## src/rtl/mul_seq_pkg.sv

```systemverilog
package mul_seq_pkg;

  localparam int CODE_W = 2;
  localparam int NUM_ST = 3;

  typedef enum logic [CODE_W-1:0] {
    ST_WAIT  = 2'b00,
    ST_ADD   = 2'b01,
    ST_SHIFT = 2'b10,
    ST_BAD   = 2'b11
  } seq_code_t;

  typedef struct packed {
    logic wait_s;
    logic add_s;
    logic shift_s;
  } seq_dec_t;

  typedef struct packed {
    logic init;
    logic load;
    logic clr_c;
    logic shdec;
  } seq_ctl_t;

  function automatic logic f_start(input seq_dec_t s, input logic go);
    return s.wait_s & go;
  endfunction

  function automatic seq_ctl_t f_ctl(input seq_dec_t s, input logic go, input logic lsb);
    seq_ctl_t c;
    logic st;
    st      = f_start(s, go);
    c.init  = st;
    c.load  = s.add_s & lsb;
    c.clr_c = st | s.shift_s;
    c.shdec = s.shift_s;
    return c;
  endfunction

  function automatic seq_dec_t f_decode(input seq_code_t code);
    seq_dec_t d;
    d.wait_s  = (code == ST_WAIT);
    d.add_s   = (code == ST_ADD);
    d.shift_s = (code == ST_SHIFT);
    return d;
  endfunction

  function automatic logic f_legal_hot(input logic [NUM_ST-1:0] v);
    return $countones(v) == 1;
  endfunction

endpackage

```

## src/rtl/mul_seq_decoder.sv

```systemverilog
module mul_seq_decoder
  import mul_seq_pkg::*;
(
  input  seq_code_t code_i,
  output seq_dec_t  dec_o
);
  always_comb dec_o = f_decode(code_i);
endmodule

```

## src/rtl/mul_seq_encoded.sv

```systemverilog
module mul_seq_encoded
  import mul_seq_pkg::*;
(
  input  logic     clk,
  input  logic     rst,
  input  logic     go_i,
  input  logic     cnt_zero_i,
  output seq_dec_t st_o
);
  seq_code_t code_q;
  seq_code_t code_d;
  seq_dec_t  dec;
  logic      start;

  mul_seq_decoder u_dec (
    .code_i (code_q),
    .dec_o  (dec)
  );

  always_comb begin
    start = f_start(dec, go_i);
    // M1 follows the add phase, M0 is start or a repeat from the shift phase
    code_d = seq_code_t'({dec.add_s, start | (dec.shift_s & ~cnt_zero_i)});
    if (code_q == ST_BAD) code_d = ST_WAIT;
  end

  always_ff @(posedge clk) begin
    if (rst) code_q <= ST_WAIT;
    else     code_q <= code_d;
  end

  assign st_o = dec;
endmodule

```

## src/rtl/mul_seq_onehot.sv

```systemverilog
module mul_seq_onehot
  import mul_seq_pkg::*;
(
  input  logic     clk,
  input  logic     rst,
  input  logic     go_i,
  input  logic     cnt_zero_i,
  output seq_dec_t st_o
);
  logic [NUM_ST-1:0] hot_q;
  logic [NUM_ST-1:0] hot_d;
  logic wait_x0, wait_x1;
  logic shf_x0, shf_x1;
  logic legal;

  // bit 2 = waiting, bit 1 = add phase, bit 0 = shift phase
  always_comb begin
    wait_x0 = hot_q[2] & ~go_i;
    wait_x1 = hot_q[2] &  go_i;
    shf_x0  = hot_q[0] & ~cnt_zero_i;
    shf_x1  = hot_q[0] &  cnt_zero_i;
    legal   = f_legal_hot(hot_q);
    if (legal) begin
      hot_d[2] = wait_x0 | shf_x1;
      hot_d[1] = wait_x1 | shf_x0;
      hot_d[0] = hot_q[1];
    end else begin
      hot_d = 3'b100;
    end
  end

  always_ff @(posedge clk) begin
    if (rst) hot_q <= 3'b100;
    else     hot_q <= hot_d;
  end

  assign st_o.wait_s  = hot_q[2];
  assign st_o.add_s   = hot_q[1];
  assign st_o.shift_s = hot_q[0];
endmodule

```

## src/rtl/mul_seq_outputs.sv

```systemverilog
module mul_seq_outputs
  import mul_seq_pkg::*;
(
  input  seq_dec_t st_i,
  input  logic     go_i,
  input  logic     lsb_i,
  output seq_ctl_t ctl_o
);
  always_comb ctl_o = f_ctl(st_i, go_i, lsb_i);
endmodule

```

## src/rtl/mul_seq_ctrl.sv

```systemverilog
module mul_seq_ctrl
  import mul_seq_pkg::*;
#(
  parameter bit ONE_HOT = 1'b0
) (
  input  logic clk,
  input  logic rst,
  input  logic go_i,
  input  logic cnt_zero_i,
  input  logic mplr_lsb_i,
  output logic init_o,
  output logic add_load_o,
  output logic clear_carry_o,
  output logic shift_dec_o
);
  seq_dec_t st;
  seq_ctl_t ctl;
  logic in_wait, in_add, in_shift;

  generate
    if (ONE_HOT) begin : g_hot
      mul_seq_onehot u_seq (
        .clk        (clk),
        .rst        (rst),
        .go_i       (go_i),
        .cnt_zero_i (cnt_zero_i),
        .st_o       (st)
      );
    end else begin : g_enc
      mul_seq_encoded u_seq (
        .clk        (clk),
        .rst        (rst),
        .go_i       (go_i),
        .cnt_zero_i (cnt_zero_i),
        .st_o       (st)
      );
    end
  endgenerate

  mul_seq_outputs u_out (
    .st_i  (st),
    .go_i  (go_i),
    .lsb_i (mplr_lsb_i),
    .ctl_o (ctl)
  );

  assign in_wait  = st.wait_s;
  assign in_add   = st.add_s;
  assign in_shift = st.shift_s;

  assign init_o        = ctl.init;
  assign add_load_o    = ctl.load;
  assign clear_carry_o = ctl.clr_c;
  assign shift_dec_o   = ctl.shdec;
endmodule

```

## config.mk

```make
export PLATFORM = sky130hd
export DESIGN_NAME = mul_seq_ctrl
export DESIGN_NICKNAME = d
export VERILOG_FILES = /design/src/rtl/mul_seq_pkg.sv /design/src/rtl/mul_seq_decoder.sv /design/src/rtl/mul_seq_encoded.sv /design/src/rtl/mul_seq_onehot.sv /design/src/rtl/mul_seq_outputs.sv /design/src/rtl/mul_seq_ctrl.sv
export SDC_FILE = /design/constraint.sdc
export NUM_CORES = 1
export LEC_CHECK = 0
export BUFFER_PORTS_ARGS = -buffer_cell sky130_fd_sc_hd__buf_2
export CAP_MARGIN = 10
export CORE_AREA = 2 2 39 41
export CTS_CLUSTER_DIAMETER = 120
export DETAILED_ROUTE_END_ITERATION = 8
export DIE_AREA = 0 0 41 43
export HOLD_SLACK_MARGIN = 0.1
export RECOVER_POWER = 25
export SLEW_MARGIN = 20
export SYNTH_ARGS = -nofsm -noshare
export SYNTH_HDL_FRONTEND = slang
export SYNTH_HIERARCHICAL = 1
export SYNTH_SLANG_ARGS = --single-unit
```

## constraint.sdc

```tcl
create_clock -name clk -period 1 [get_ports clk]
set_input_delay 0.05 -clock clk [delete_from_list [all_inputs] [get_ports clk]]
set_output_delay 0.05 -clock clk [all_outputs]
set_load 0.01 [all_outputs]
```

After elaboration in Yosys (flattened, before gate mapping):

Cells that the tools add are included.
W data, S select, Z words.

* flip-flop bits (word level): 2
* bits of input ports: 5
* output and inout bits: 4
* word-level logic and storage cells: 12

* equality and inequality tests: 3
* bitwise logic cells: 6
* reductions and logical operators: 2

Operators by type and width (count)
* $eq A2 B2 Y1 const B: 2
* $and A1 B1 Y1: 3
* $eq A2 B1 Y1 const B: 1
* $logic_not A2 Y1: 1
* $or A1 B1 Y1: 2
* $reduce_or A2 Y1: 1
* $not A1 Y1: 1

Longest topological paths before layout:

Gate-level depths: netlist of the first run.

* word-level depth: 3
* gate-level depth with buffers: 3
* mapped depth without buffers: 3

Modules after synthesis:

Netlist of the first run, hierarchy kept.

By module, submodules not included
* mul_seq_encoded: instances 1, cells each 7, area each 77.6 um2, seq. area each 40.0 um2
* mul_seq_outputs: instances 1, cells each 4, area each 27.5 um2, seq. area each 0.0 um2
* mul_seq_decoder: instances 1, cells each 3, area each 18.8 um2, seq. area each 0.0 um2

Worst setup path after synthesis of the first run:

No wires, ideal clock.

* path type: register -> register
* start point: register g_enc.u_seq.code_q[1]
* end point: register g_enc.u_seq.code_q[1]
* setup time: 116 ps
* arrival: 707 ps
* data required time: 884 ps
* slack: 177 ps
* cell stages (with the launch flop): 3
* buffers on the path: 0
* period minus slack after synthesis: 823 ps
* cells stage by stage: dfxtp_1 > and2b_2 > and2_2

RTL lines
* start, declared: line mul_seq_encoded.sv:10 `seq_code_t code_q;`
* start signal, assigned: line mul_seq_encoded.sv:29 `else code_q <= code_d;`

==> out/summary.md, run 1 <==
The flow ran to the end, but the final reports show violations. The final reports fail on setup timing. The post-route clock period utilization is 1.08.

The tools report the start of the worst register-to-register path as g_enc.u_seq/code_q[1]$_SDFF_PP0_. The mean number of vias per cell came out at 3.29. The final critical delay including setup and external delays was 1.08 ns; the mean instance size in the synthesized netlist was 8.85 sq um. The clock network power share was 0.529. For the worst-case headroom to the max-slew limit, the log shows 0.917. Relative to the synthesized area, the layout overhead comes to 86.9%. Dividing total power by cell area gives a power density of 1420 nW/um^2.

For the final critical-path setup slack, the log shows -0.0777 ns. The area occupied by multi-input gates came out at 80.1 sq um. The cell family contributing the most delay on the critical path is simple AND/OR/NAND/NOR gates.

Once placement finished, the instance area stood at 176 sq um. The floorplan step set the die height to 43 um. Between clock sinks in the finished design, the worst skew comes to 0.00186 ns.

The sequential cell area fraction in the yosys report is 0.323. Setup repair after global routing could not meet its margin everywhere. TritonCTS created 3 clock buffers. Setup violations remaining at the end of the flow were counted as 2. The critical path runs through a total of 3 cells. Once detail routing completed, the nets flagged for antenna violations numbered 0.

The signal on the critical path passes through and2b_2 > and2_4 > buf_6. More flip-flops sit in one register than any other, and that register is g_enc.u_seq/code_q. Max-cap violations in this run came to 0.

The sequential cell fraction of total power was 0.279; the fraction of layout instances using a drive strength above 1 was 0.769. Largest fanout of any net on the critical path: 4. STA puts the critical path data required time at 0.95 ns.

The count of yosys warnings during synthesis is 6. Derived from the worst setup path, the maximum achievable clock frequency is 928 MHz. The critical path is of the flip-flop to output port type.

The end of the worst register-to-register path is g_enc.u_seq/code_q[0]$_SDFF_PP0_. Kind of end point of the critical path: an output port. The actual slew at the worst max-slew pin came out at 0.124 ns. Filler cell count: 158. 0 antenna diodes ended up in the layout. TritonCTS built the clock tree. The kind of start point of the critical path was a flip-flop. After clock tree synthesis, the clock-pin slew on the worst setup and hold paths is 0.03 ns. For the number of sinks on the clock net, the log shows 2. The total via count in the routed design was 138.

The total overflow left after global routing is 0. The final number of max-transition violations came out at 0. Routability-driven placement finished with a final weighted congestion of 0.497. Buffers placed on the I/O ports in this run total 8. Prior to clock tree synthesis, the placed netlist has a worst setup slack of 0.0828 ns.

Across all register-to-register paths, the minimum setup slack is 0.15 ns. The area of the core region is 1380 sq um. The aggregate global-route resource usage is 0.0501. The number of design rule violations left after detail routing is 0. With fillers left out, the area of the finished cells amounts to 231 sq um. The sequential cells in the finished layout cover a total of 45.0 sq um. The DRC marker count from the first detailed-route iteration is 5. The number of flip-flops under the largest register name is 2. Counting cells, the worst reg-to-reg path comes to 3. The synthesized netlist occupies a cell area of 124 sq um.

The critical path's largest stage delay is 0.34 ns, and the die span in x is 41 um. Worst setup path endpoint: add_load_o. The number of buffers and inverters on the critical path was 1; the design internal power was 255 uW. The combinational group share of total power was 0.192; the critical path data arrival time was 1.03 ns.

The path class of the tightest hold or removal check is primary input to flip-flop. In this run, distinct cell masters in the synthesized netlist total 12. After routing, the total negative slack on setup checks comes to -0.122 ns. Among all stages on the critical path, the largest delay is contributed by sky130_fd_sc_hd__dfxtp_4. The run gives 33 as the final net count.

The buffer levels on the longest clock path came out at 2. The maximum number of pins on one net before global-route repair was 5; the average wire length per cell after detail routing was 7.48 um. Master cell of the clock root buffer: sky130_fd_sc_hd__clkbuf_4.

Across the VDD grid, the largest voltage drop is 0.000301 V. The largest registers in the layout are g_enc.u_seq/code_q: 2 flops. The tools report the starting density of the core as 0.0895. Switching share of power: 0.224.

The number of global-route vias before repair was 135. The tools report the origin of the worst setup path as g_enc.u_seq/code_q[1]$_SDFF_PP0_. Summed over all nets, the switching power comes to 73.7 uW.

The floorplan die area was 1760 sq um. The run gives 0 as the final-report hold violation count. Clock latency on the worst-skew pair, taken at its later pin, is 0.22 ns.

For this block, the routed nets add up to 314 um of wire. For the worst hold margin, the log shows 0.100 ns. The register bit count reported by yosys was 2; the cell leakage power was 0.000114 uW.

The depth of the CTS H-tree was 1. Cell row count: 14. The initial antenna violation count was 0. Counting every net in the synthesized netlist gives 19. Pin placement for this block handled 9 I/O pins.

The cell count after synthesis came out at 14. For the wire length of the first global-routing pass, the log shows 510 um. The number of optimization iterations in the first detailed-route pass came out at 2.
placed cells by master, fill, tap and decap left out:
cell type	n
sky130_fd_sc_hd__nand2_1	1
sky130_fd_sc_hd__and2_1	1
sky130_fd_sc_hd__and2_4	1
sky130_fd_sc_hd__buf_4	1
sky130_fd_sc_hd__nand2b_1	1
sky130_fd_sc_hd__clkbuf_4	3
sky130_fd_sc_hd__dfxtp_2	1
sky130_fd_sc_hd__dlygate4sd3_1	1
sky130_fd_sc_hd__buf_6	1
sky130_fd_sc_hd__nor2_2	1
sky130_fd_sc_hd__buf_2	7
sky130_fd_sc_hd__a21o_1	1
sky130_fd_sc_hd__nor2b_2	1
sky130_fd_sc_hd__a21oi_2	1
sky130_fd_sc_hd__dfxtp_4	1
sky130_fd_sc_hd__a21boi_0	1
sky130_fd_sc_hd__and2b_2	1
sky130_fd_sc_hd__and2_2	1
repair_timing:
action | CTS | global route
gates resized for setup | 1 | 6
setup endpoints to repair | 4 | 4
setup buffers | 0 | 1
hold buffers | 1 | 0
endpoints found under the hold margin | 1 | 0
pin swaps | 1 | 0
worst reg2reg max path, stage by stage, from the launching register on:
cell	delay, ns
sky130_fd_sc_hd__dfxtp_4	0.34
sky130_fd_sc_hd__buf_4	0.13
sky130_fd_sc_hd__a21oi_2	0.13
sky130_fd_sc_hd__a21boi_0	0.17
per-layer routing:
layer	vias up	global-route usage	share of wire
li1	70	-	-
met5	-	0	0
met3	0	0.0628	0.15
met2	7	0.0531	0.42
met1	61	0.0479	0.43
met4	0	0.0400	0
Yosys cell counts (all sizes together):
| library cell | instances | area [sq um] |
|---|---|---|
| and2 | 3 | 20.0 |
| nor2b | 1 | 6.26 |
| dfxtp | 2 | 40.0 |
| nor2 | 1 | 3.75 |
| buf | 1 | 7.51 |
| a21o | 1 | 7.51 |
| nand2 | 1 | 3.75 |
| nand2b | 1 | 6.26 |
| a21boi | 1 | 11.3 |
| a21oi | 1 | 8.76 |
| and2b | 1 | 8.76 |
logic make-up (layout without fill, tap and decap cells):
family / Yosys count / count (layout) / synth area share
and+or+nand+nor: 8 / 8 / 0.394
AOI/OAI and AO/OA: 3 / 3 / 0.222
DFF: 2 / 2 / 0.323
buffers and inverters: 1 / 13 / 0.0606
final cells by class:
class,count,share of cell area
Timing Repair Buffer,10,0.276
Tap cell,16,0.0865
Sequential cell,2,0.195
Multi-Input combinational cell,11,0.346
Clock buffer,3,0.0973
through the flow:
stage	std cells	power, uW	utilization
2_1_floorplan	14	125	-
3_3_place_gp	37	144	0.127
3_5_place_dp	37	146	0.127
4_1_cts	41	334	0.152
5_1_grt	42	369	0.167
6_report	42	328	0.167
power groups by stage:
stage	registers (uW)	clock network, uW	logic (uW)
5_1_grt	93.0	205	71.4
6_report	91.5	174	63.1
2_1_floorplan	90.8	0	34.7
3_5_place_dp	92.1	0	53.8
3_3_place_gp	91.7	0	52.7
4_1_cts	91.5	186	56.9
worst min path at each step:
stage | start | depth (start not counted) | slack [ns] | endpoint
6_report | rst | 3 | 0.10 | g_enc.u_seq/code_q[0]$_SDFF_PP0_
5_1_grt | rst | 3 | 0.1 | g_enc.u_seq/code_q[0]$_SDFF_PP0_
4_1_cts | cnt_zero_i | 3 | 0.10 | g_enc.u_seq/code_q[0]$_SDFF_PP0_
3_5_place_dp | go_i | 3 | 0.33 | g_enc.u_seq/code_q[0]$_SDFF_PP0_
3_3_place_gp | go_i | 3 | 0.33 | g_enc.u_seq/code_q[0]$_SDFF_PP0_
2_1_floorplan | go_i | 2 | 0.20 | g_enc.u_seq/code_q[0]$_SDFF_PP0_
Power figures use the tool's default switching activity.
==> inputs of run 2 (changes only) <==
--- a/config.mk
+++ b/config.mk
@@ -8,7 +8,7 @@
 export BUFFER_PORTS_ARGS = -buffer_cell sky130_fd_sc_hd__buf_2
 export CAP_MARGIN = 10
 export CORE_AREA = 2 2 39 41
-export CTS_CLUSTER_DIAMETER = 120
+export CTS_CLUSTER_DIAMETER = 100
 export DETAILED_ROUTE_END_ITERATION = 8
 export DIE_AREA = 0 0 41 43
 export HOLD_SLACK_MARGIN = 0.1
==> constraint.sdc (replaced) <==
create_clock -name clk -period 1.3 [get_ports clk]
set_input_delay 0.26 -clock clk [delete_from_list [all_inputs] [get_ports clk]]
set_output_delay 0.26 -clock clk [all_outputs]
set_load 0.01 [all_outputs]
==> out/summary.md, run 2 (synthesis results as in run 1) <==
The logs give 0.879 (-0.0375) for the worst-case headroom to the max-slew limit and 9 (unchanged) for the count of boundary I/O pins. TritonCTS built the clock tree. The clock-pin slew reported for the worst setup and hold paths after clock tree synthesis is 0.03 ns (about the same), and the largest fanout of any net on the critical path is 4 (unchanged). The logs give 0 (unchanged) for the number of design rule violations left after detail routing and 0 (unchanged) for the initial antenna violation count. The run gives 0.162 ns (+0.0791 ns) as the pre-CTS worst setup slack. The library cells used most frequently in the layout, excluding fill and tap cells, are sky130_fd_sc_hd__buf_2, sky130_fd_sc_hd__clkbuf_4.

The aggregate global-route resource usage was 0.0470 (-0.00305). The floorplan die area came out at 1760 sq um (unchanged). In the final layout, the registers with the most flip-flops are g_enc.u_seq/code_q: 2 flops. The total setup violations reported at the end of the flow is 0 (-2), and the final critical-path setup slack is 0.00293 ns (+0.0807 ns).

The wire length of the first global-routing pass came out at 476 um (-6.7%). The depth of the CTS H-tree is 1 (unchanged). Kind of start point of the critical path: a flip-flop.

The number of non-filler instances in the completed layout is 41 (-2.4%), and the power density normalized to cell area is 1150 nW/um^2 (-19%). The number of buffers inserted during clock tree synthesis is 3 (unchanged). The DRC marker count from the first detailed-route iteration came out at 0 (-5). The final design utilization was 0.161 (-0.00633); the final net count was 32 (-3.0%). The final number of max-transition violations was 0 (unchanged). The total via count in the routed design is 134 (-2.9%), and the depth of the worst hold-timing path is 3 (unchanged). The tools report the final-report hold violation count as 0 (unchanged). The total of max-cap violations came out at 0 (unchanged). Most frequent standard cell in the layout excluding fill and tap cells: sky130_fd_sc_hd__buf_2.

The run gives 1.04 ns (about the same) as the critical path data arrival time. The tools report the origin of the worst setup path as g_enc.u_seq/code_q[1]$_SDFF_PP0_. The maximum number of pins on one net before global-route repair was 5 (unchanged); the port buffer count was 8 (unchanged). The cell with the largest stage delay on the worst path is sky130_fd_sc_hd__dfxtp_4. In this run the critical register-to-register path is captured at g_enc.u_seq/code_q[1]$_SDFF_PP0_. The tools report the number of diodes added for antenna fixing as 0 (unchanged). The tools report the cell leakage power as 0.000110 uW (-3.1%). The mean number of vias per cell was 3.27 (-0.53%).

The die span in x was 41 um (unchanged); the final estimated routing congestion in global placement was 0.496 (about the same). For the buffer levels on the longest clock path, the log shows 2 (unchanged). The register with the most flip-flops in the final layout is g_enc.u_seq/code_q. The run gives 1.04 ns (+0.09 ns) as the data required time of the critical path.

The run gives 0.00336 ns (+0.00150 ns) as the final setup skew. Kind of end point of the critical path: an output port. Traced cell by cell, the critical path runs through and2b_2 > and2_4 > buf_6. In this run the worst hold path is classified as primary input to flip-flop. The startpoint identified for the worst register-to-register timing path is g_enc.u_seq/code_q[1]$_SDFF_PP0_. Setup repair after global routing could not meet its margin everywhere. The number of optimization iterations in the first detailed-route pass was 1 (-1); the highest achievable clock rate was 771 MHz.

The critical path's largest stage delay was 0.35 ns (about the same). The fraction of layout instances using a drive strength above 1 works out to 0.800 (+0.0308). The number of cells on the worst reg-to-reg path was 2 (-1); the cell row count was 14 (unchanged).

The number of sinks on the clock net is 2 (unchanged). The critical path in this run is classified as flip-flop to output port. The worst setup path endpoint was add_load_o.

The number of flip-flops under the largest register name is 2 (unchanged). The number of global-route vias before repair is 132 (-2.2%), and the count of nets left with antenna violations after detail routing is 0 (unchanged). The sum of overflow across all layers after global routing is 0 (unchanged), and the average wire length per cell after detail routing is 8.02 um (+7.3%).

Cell count after placement: 37 (unchanged). Final instance area: 223 sq um (-3.8%). The worst-case register-to-register setup slack was 0.45 ns (+0.30 ns). The cell area after placement came out at 176 sq um (unchanged). Starting density of the core: 0.0895 (unchanged). The flow ran to the end, and the final reports show no timing, DRC or antenna violations. The actual slew at the worst max-slew pin was 0.181 ns (+0.0570 ns); the aggregate routed wire length was 329 um (+4.8%). The layout-stage area growth over the synthesis result was 79.8%; the chip height was 43 um (unchanged). The highest ir drop seen on vdd was 0.000310 V (+3.1%).

The final critical delay including setup and external delays is 1.30 ns. The post-route clock period utilization works out to 0.998. Master cell of the clock root buffer: sky130_fd_sc_hd__clkbuf_4.

The clock insertion delay at the later pin of the skew report was 0.23 ns (about the same); the area of the core region was 1380 sq um (unchanged).
[run 2: changes by cell type in the layout (fill, tap and decap cells not counted)]
cell / delta
sky130_fd_sc_hd__nor2b_2: -1
sky130_fd_sc_hd__nor2b_1: +1
sky130_fd_sc_hd__dlygate4sd3_1: -1
sky130_fd_sc_hd__a21boi_2: +1
sky130_fd_sc_hd__a21boi_0: -1
[run 2: critical path, delay by kind of cell, from the launching register on]
kind / cells / cell delay, ns
and+or+nand+nor: 2 / 0.35
buffers and inverters: 1 / 0.11
DFF: 1 / 0.35
[run 2: how the worst min path moves through the flow]
| stage | start | end |
|---|---|---|
| finish | go_i | g_enc.u_seq/code_q[0]$_SDFF_PP0_ |
| global route | cnt_zero_i | g_enc.u_seq/code_q[0]$_SDFF_PP0_ |
| CTS | go_i | g_enc.u_seq/code_q[0]$_SDFF_PP0_ |
| floorplan | go_i | g_enc.u_seq/code_q[0]$_SDFF_PP0_ |
| detailed placement | cnt_zero_i | g_enc.u_seq/code_q[0]$_SDFF_PP0_ |
| global placement | go_i | g_enc.u_seq/code_q[0]$_SDFF_PP0_ |
[run 2: layout make-up]
type | instances | area (sq um)
clock buffers | 3 | 22.5
fillers | 156 | 1160
multi-input cells | 11 | 81.3
flip-flops and latches | 2 | 45.0
well taps | 16 | 20.0
repair buffers | 9 | 53.8
[run 2: per-layer routing]
layer,vias to the layer above,track usage,share of wire
li1,66,-,-
met1,61,0.0478,0.47
met2,7,0.0531,0.40
met3,0,0.0628,0.12
met4,0,0.0200,0
met5,-,0,0
[run 2: power breakdown]
part           switching (uW)  internal [uW]
Clock                    36.6            102
Combinational            20.0           27.7
Sequential               5.06           65.4
Total                    61.7            195
[run 2: what timing repair did]
action | in CTS | in global routing
endpoints found under the hold margin | 0 | 0
gates resized for setup | 1 | 5
hold buffers | 0 | 0
setup endpoints to repair | 2 | 3
cloned | 0 | 0
setup buffers | 1 | 0
pin swaps | 1 | 0
[run 2: through the flow]
step                hold slack, ns  setup TNS, ns  power, uW
floorplan                    0.412              0       96.5
global placement             0.541              0        111
detailed placement           0.549              0        113
CTS                          0.308       -0.00648        261
global route                 0.319        -0.0516        277
finish                       0.309              0        257
==> inputs of run 3 (changes only) <==
--- a/config.mk
+++ b/config.mk
@@ -7,13 +7,16 @@
 export LEC_CHECK = 0
 export BUFFER_PORTS_ARGS = -buffer_cell sky130_fd_sc_hd__buf_2
 export CAP_MARGIN = 10
+export CELL_PAD_IN_SITES_DETAIL_PLACEMENT = 0
+export CELL_PAD_IN_SITES_GLOBAL_PLACEMENT = 2
 export CORE_AREA = 2 2 39 41
 export CTS_CLUSTER_DIAMETER = 100
 export DETAILED_ROUTE_END_ITERATION = 8
 export DIE_AREA = 0 0 41 43
 export HOLD_SLACK_MARGIN = 0.1
+export PLACE_DENSITY_LB_ADDON = 0.1
 export RECOVER_POWER = 25
-export SLEW_MARGIN = 20
+export SLEW_MARGIN = 5
 export SYNTH_ARGS = -nofsm -noshare
 export SYNTH_HDL_FRONTEND = slang
 export SYNTH_HIERARCHICAL = 1
==> out/summary.md, run 3 (synthesis results as in run 1) <==
For the final setup skew, the log shows 0.00127 ns (-0.00209 ns). Clock-pin slew reported for the worst setup and hold paths after clock tree synthesis: 0.03 ns (about the same). In the layout the commonest cells are sky130_fd_sc_hd__buf_2, sky130_fd_sc_hd__clkbuf_4, sky130_fd_sc_hd__dfxtp_2. TritonCTS built the clock tree. The tools report the worst setup path endpoint as add_load_o. Starting density of the core: 0.0895 (unchanged). The worst-case headroom to the max-slew limit was 0.911 (+0.0318). In this run the critical register-to-register path is captured at g_enc.u_seq/code_q[1]$_SDFF_PP0_. For the aggregate routed wire length, the log shows 318 um (-3.3%).

Port buffer count: 8 (unchanged). Setup repair after global routing could not meet its margin everywhere. Depth of the CTS H-tree: 1 (unchanged).

The start of the worst register-to-register path is g_enc.u_seq/code_q[1]$_SDFF_PP0_. Tracing the worst setup path back leads to its startpoint at g_enc.u_seq/code_q[1]$_SDFF_PP0_. The switching share of power works out to 0.231 (-0.00901). The design internal power was 196 uW (+0.76%). The actual slew at the worst max-slew pin was 0.133 ns (-0.0480 ns).

The final estimated routing congestion in global placement is 0.513 (+3.2%). The number of cells on the worst reg-to-reg path is 2 (unchanged), and the aggregate global-route resource usage is 0.0521 (+0.00501). The highest achievable clock rate was 775 MHz (+0.49%); the average wire length per cell after detail routing was 7.76 um (-3.3%). The tree is rooted in a sky130_fd_sc_hd__clkbuf_4. The critical setup path kind is flip-flop to output port. Combinational group share of total power: 0.189 (+0.003). The library cell used most frequently in the layout, excluding fill and tap cells, is sky130_fd_sc_hd__buf_2. Counting flops per register, the top entry is g_enc.u_seq/code_q. The number of design rule violations left after detail routing was 0 (unchanged); the filler cell count was 164 (+5.1%). Power density normalized to cell area: 1150 nW/um^2 (-0.42%).

The mean number of vias per cell was 3.15 (-3.7%); the fraction of layout instances using a drive strength above 1 was 0.840 (+0.0400). The floorplan die area is 1760 sq um (unchanged). The logs give 3 (unchanged) for the number of buffers inserted during clock tree synthesis and 5 (unchanged) for the maximum number of pins on one net before global-route repair. The tools report the sum of overflow across all layers after global routing as 0 (unchanged). The worst hold margin was 0.300 ns (-0.00893 ns); the critical path data arrival time was 1.03 ns (about the same). Die span in x: 41 um (unchanged). The clock insertion delay at the later pin of the skew report is 0.22 ns (about the same), and the count of boundary I/O pins is 9 (unchanged). Layout-stage area growth over the synthesis result: 79.8% (unchanged). The wire length of the first global-routing pass was 455 um (-4.4%).

The cell area after placement is 176 sq um (unchanged), and the number of global-route vias before repair is 115 (-13%). The number of diodes added for antenna fixing is 0 (unchanged). The buffer levels on the longest clock path came out at 2 (unchanged). The logs give 0.279 (+0.004) for the sequential cell fraction of total power and 0.000194 V (-37%) for the highest ir drop seen on vdd. Summed over all nets, the half-perimeter wirelength after detailed placement is 245 um.

The logs give 0 (unchanged) for the final-report hold violation count and 2 (unchanged) for the number of sinks on the clock net. The final instance area was 223 sq um (unchanged); the final net count was 32 (unchanged). The run finished with clean final reports.

For the total setup violations reported at the end of the flow, the log shows 0 (unchanged). STA classifies the critical path startpoint as a flip-flop. The chip height was 43 um (unchanged). The worst-case register-to-register setup slack is 0.46 ns (about the same). Number of flip-flops under the largest register name: 2 (unchanged). For the post-route total power, the log shows 256 uW (-0.42%). The cell row count came out at 14 (unchanged).

The largest registers in the layout are g_enc.u_seq/code_q: 2 flops. The area of the core region is 1380 sq um (unchanged), and the cell leakage power is 0.000110 uW (-0.16%). The run gives 0 (unchanged) as the initial antenna violation count. The tightest min-delay check is of the primary input to flip-flop type. The tools report the switching power as 59.1 uW (-4.2%). The post-route clock period utilization was 0.993 (-0.00490).

The logs give 1 (unchanged) for the number of optimization iterations in the first detailed-route pass and 0 (unchanged) for the DRC marker count from the first detailed-route iteration. The largest fanout of any net on the critical path works out to 4 (unchanged). The final critical delay including setup and external delays was 1.29 ns (-0.00637 ns); the clock network power share was 0.532 (-0.008). The number of hold-repair buffers added at the cts stage is 0 (unchanged).

The tools report the total of max-cap violations as 0 (unchanged). The worst setup path is captured at an output port. The tools report the total via count in the routed design as 129 (-3.7%).

The tools report the count of nets left with antenna violations after detail routing as 0 (unchanged). The logs give 0 (unchanged) for the final number of max-transition violations and 1.04 ns (about the same) for the data required time of the critical path.
==> run 3: cell counts in the layout (fill, tap and decap cells not counted) <==
Identical to the previous run, type by type.
==> run 3: per-stage QoR <==
step	utilization	setup TNS [ns]	cells	setup slack, ns
floorplan	-	0	14	0.308
detailed placement	0.127	0	37	0.178
CTS	0.150	-0.00908	41	-0.00908
global route	0.161	-0.0375	41	-0.0375
global placement	0.127	0	37	0.186
finish	0.161	0	41	0.00930
==> run 3: timing repair <==
| item | 4_1_cts | 5_1_grt |
|---|---|---|
| pin swaps | 1 | 0 |
| setup endpoints to repair | 2 | 3 |
| resized for setup | 1 | 5 |
| buffers inserted | 1 | 0 |
==> run 3: final cells by class <==
type / count / area (sq um) / area share
well taps: 16 / 20.0 / 0.0899
multi-input cells: 11 / 83.8 / 0.376
clock buffers: 3 / 22.5 / 0.101
flip-flops and latches: 2 / 42.5 / 0.191
repair buffers: 9 / 53.8 / 0.242
==> run 3: layer usage <==
layer | vias to the layer above | part of all wire | global-route usage
met1 | 56 | 0.37 | 0.0350
met3 | 0 | 0.14 | 0.0628
met2 | 6 | 0.49 | 0.0531
met5 | - | 0 | 0
li1 | 67 | - | -
met4 | 0 | 0 | 0.0800
==> run 3: critical path: stages (launching register included) <==
cell and delay (ns):
sky130_fd_sc_hd__dfxtp_2 0.33, sky130_fd_sc_hd__and2b_2 0.23, sky130_fd_sc_hd__and2_4 0.14, sky130_fd_sc_hd__buf_6 0.11
==> run 3: power groups by stage <==
stage               clock (uW)  sequential (uW)  combinational [uW]
global route               148             72.6                54.4
CTS                        148             69.7                44.8
global placement             0             70.3                43.1
floorplan                    0             69.8                26.7
detailed placement           0             70.5                42.2
finish                     136             71.3                48.2
==> run 3: how the worst min path moves through the flow <==
stage                           from                          endpoint  depth (start not counted)
after CTS                 cnt_zero_i  g_enc.u_seq/code_q[0]$_SDFF_PP0_                          3
after global placement    cnt_zero_i  g_enc.u_seq/code_q[0]$_SDFF_PP0_                          3
after floorplan                 go_i  g_enc.u_seq/code_q[0]$_SDFF_PP0_                          2
after global routing      cnt_zero_i  g_enc.u_seq/code_q[0]$_SDFF_PP0_                          3
after detailed placement  cnt_zero_i  g_enc.u_seq/code_q[0]$_SDFF_PP0_                          3
final                     cnt_zero_i  g_enc.u_seq/code_q[0]$_SDFF_PP0_                          3
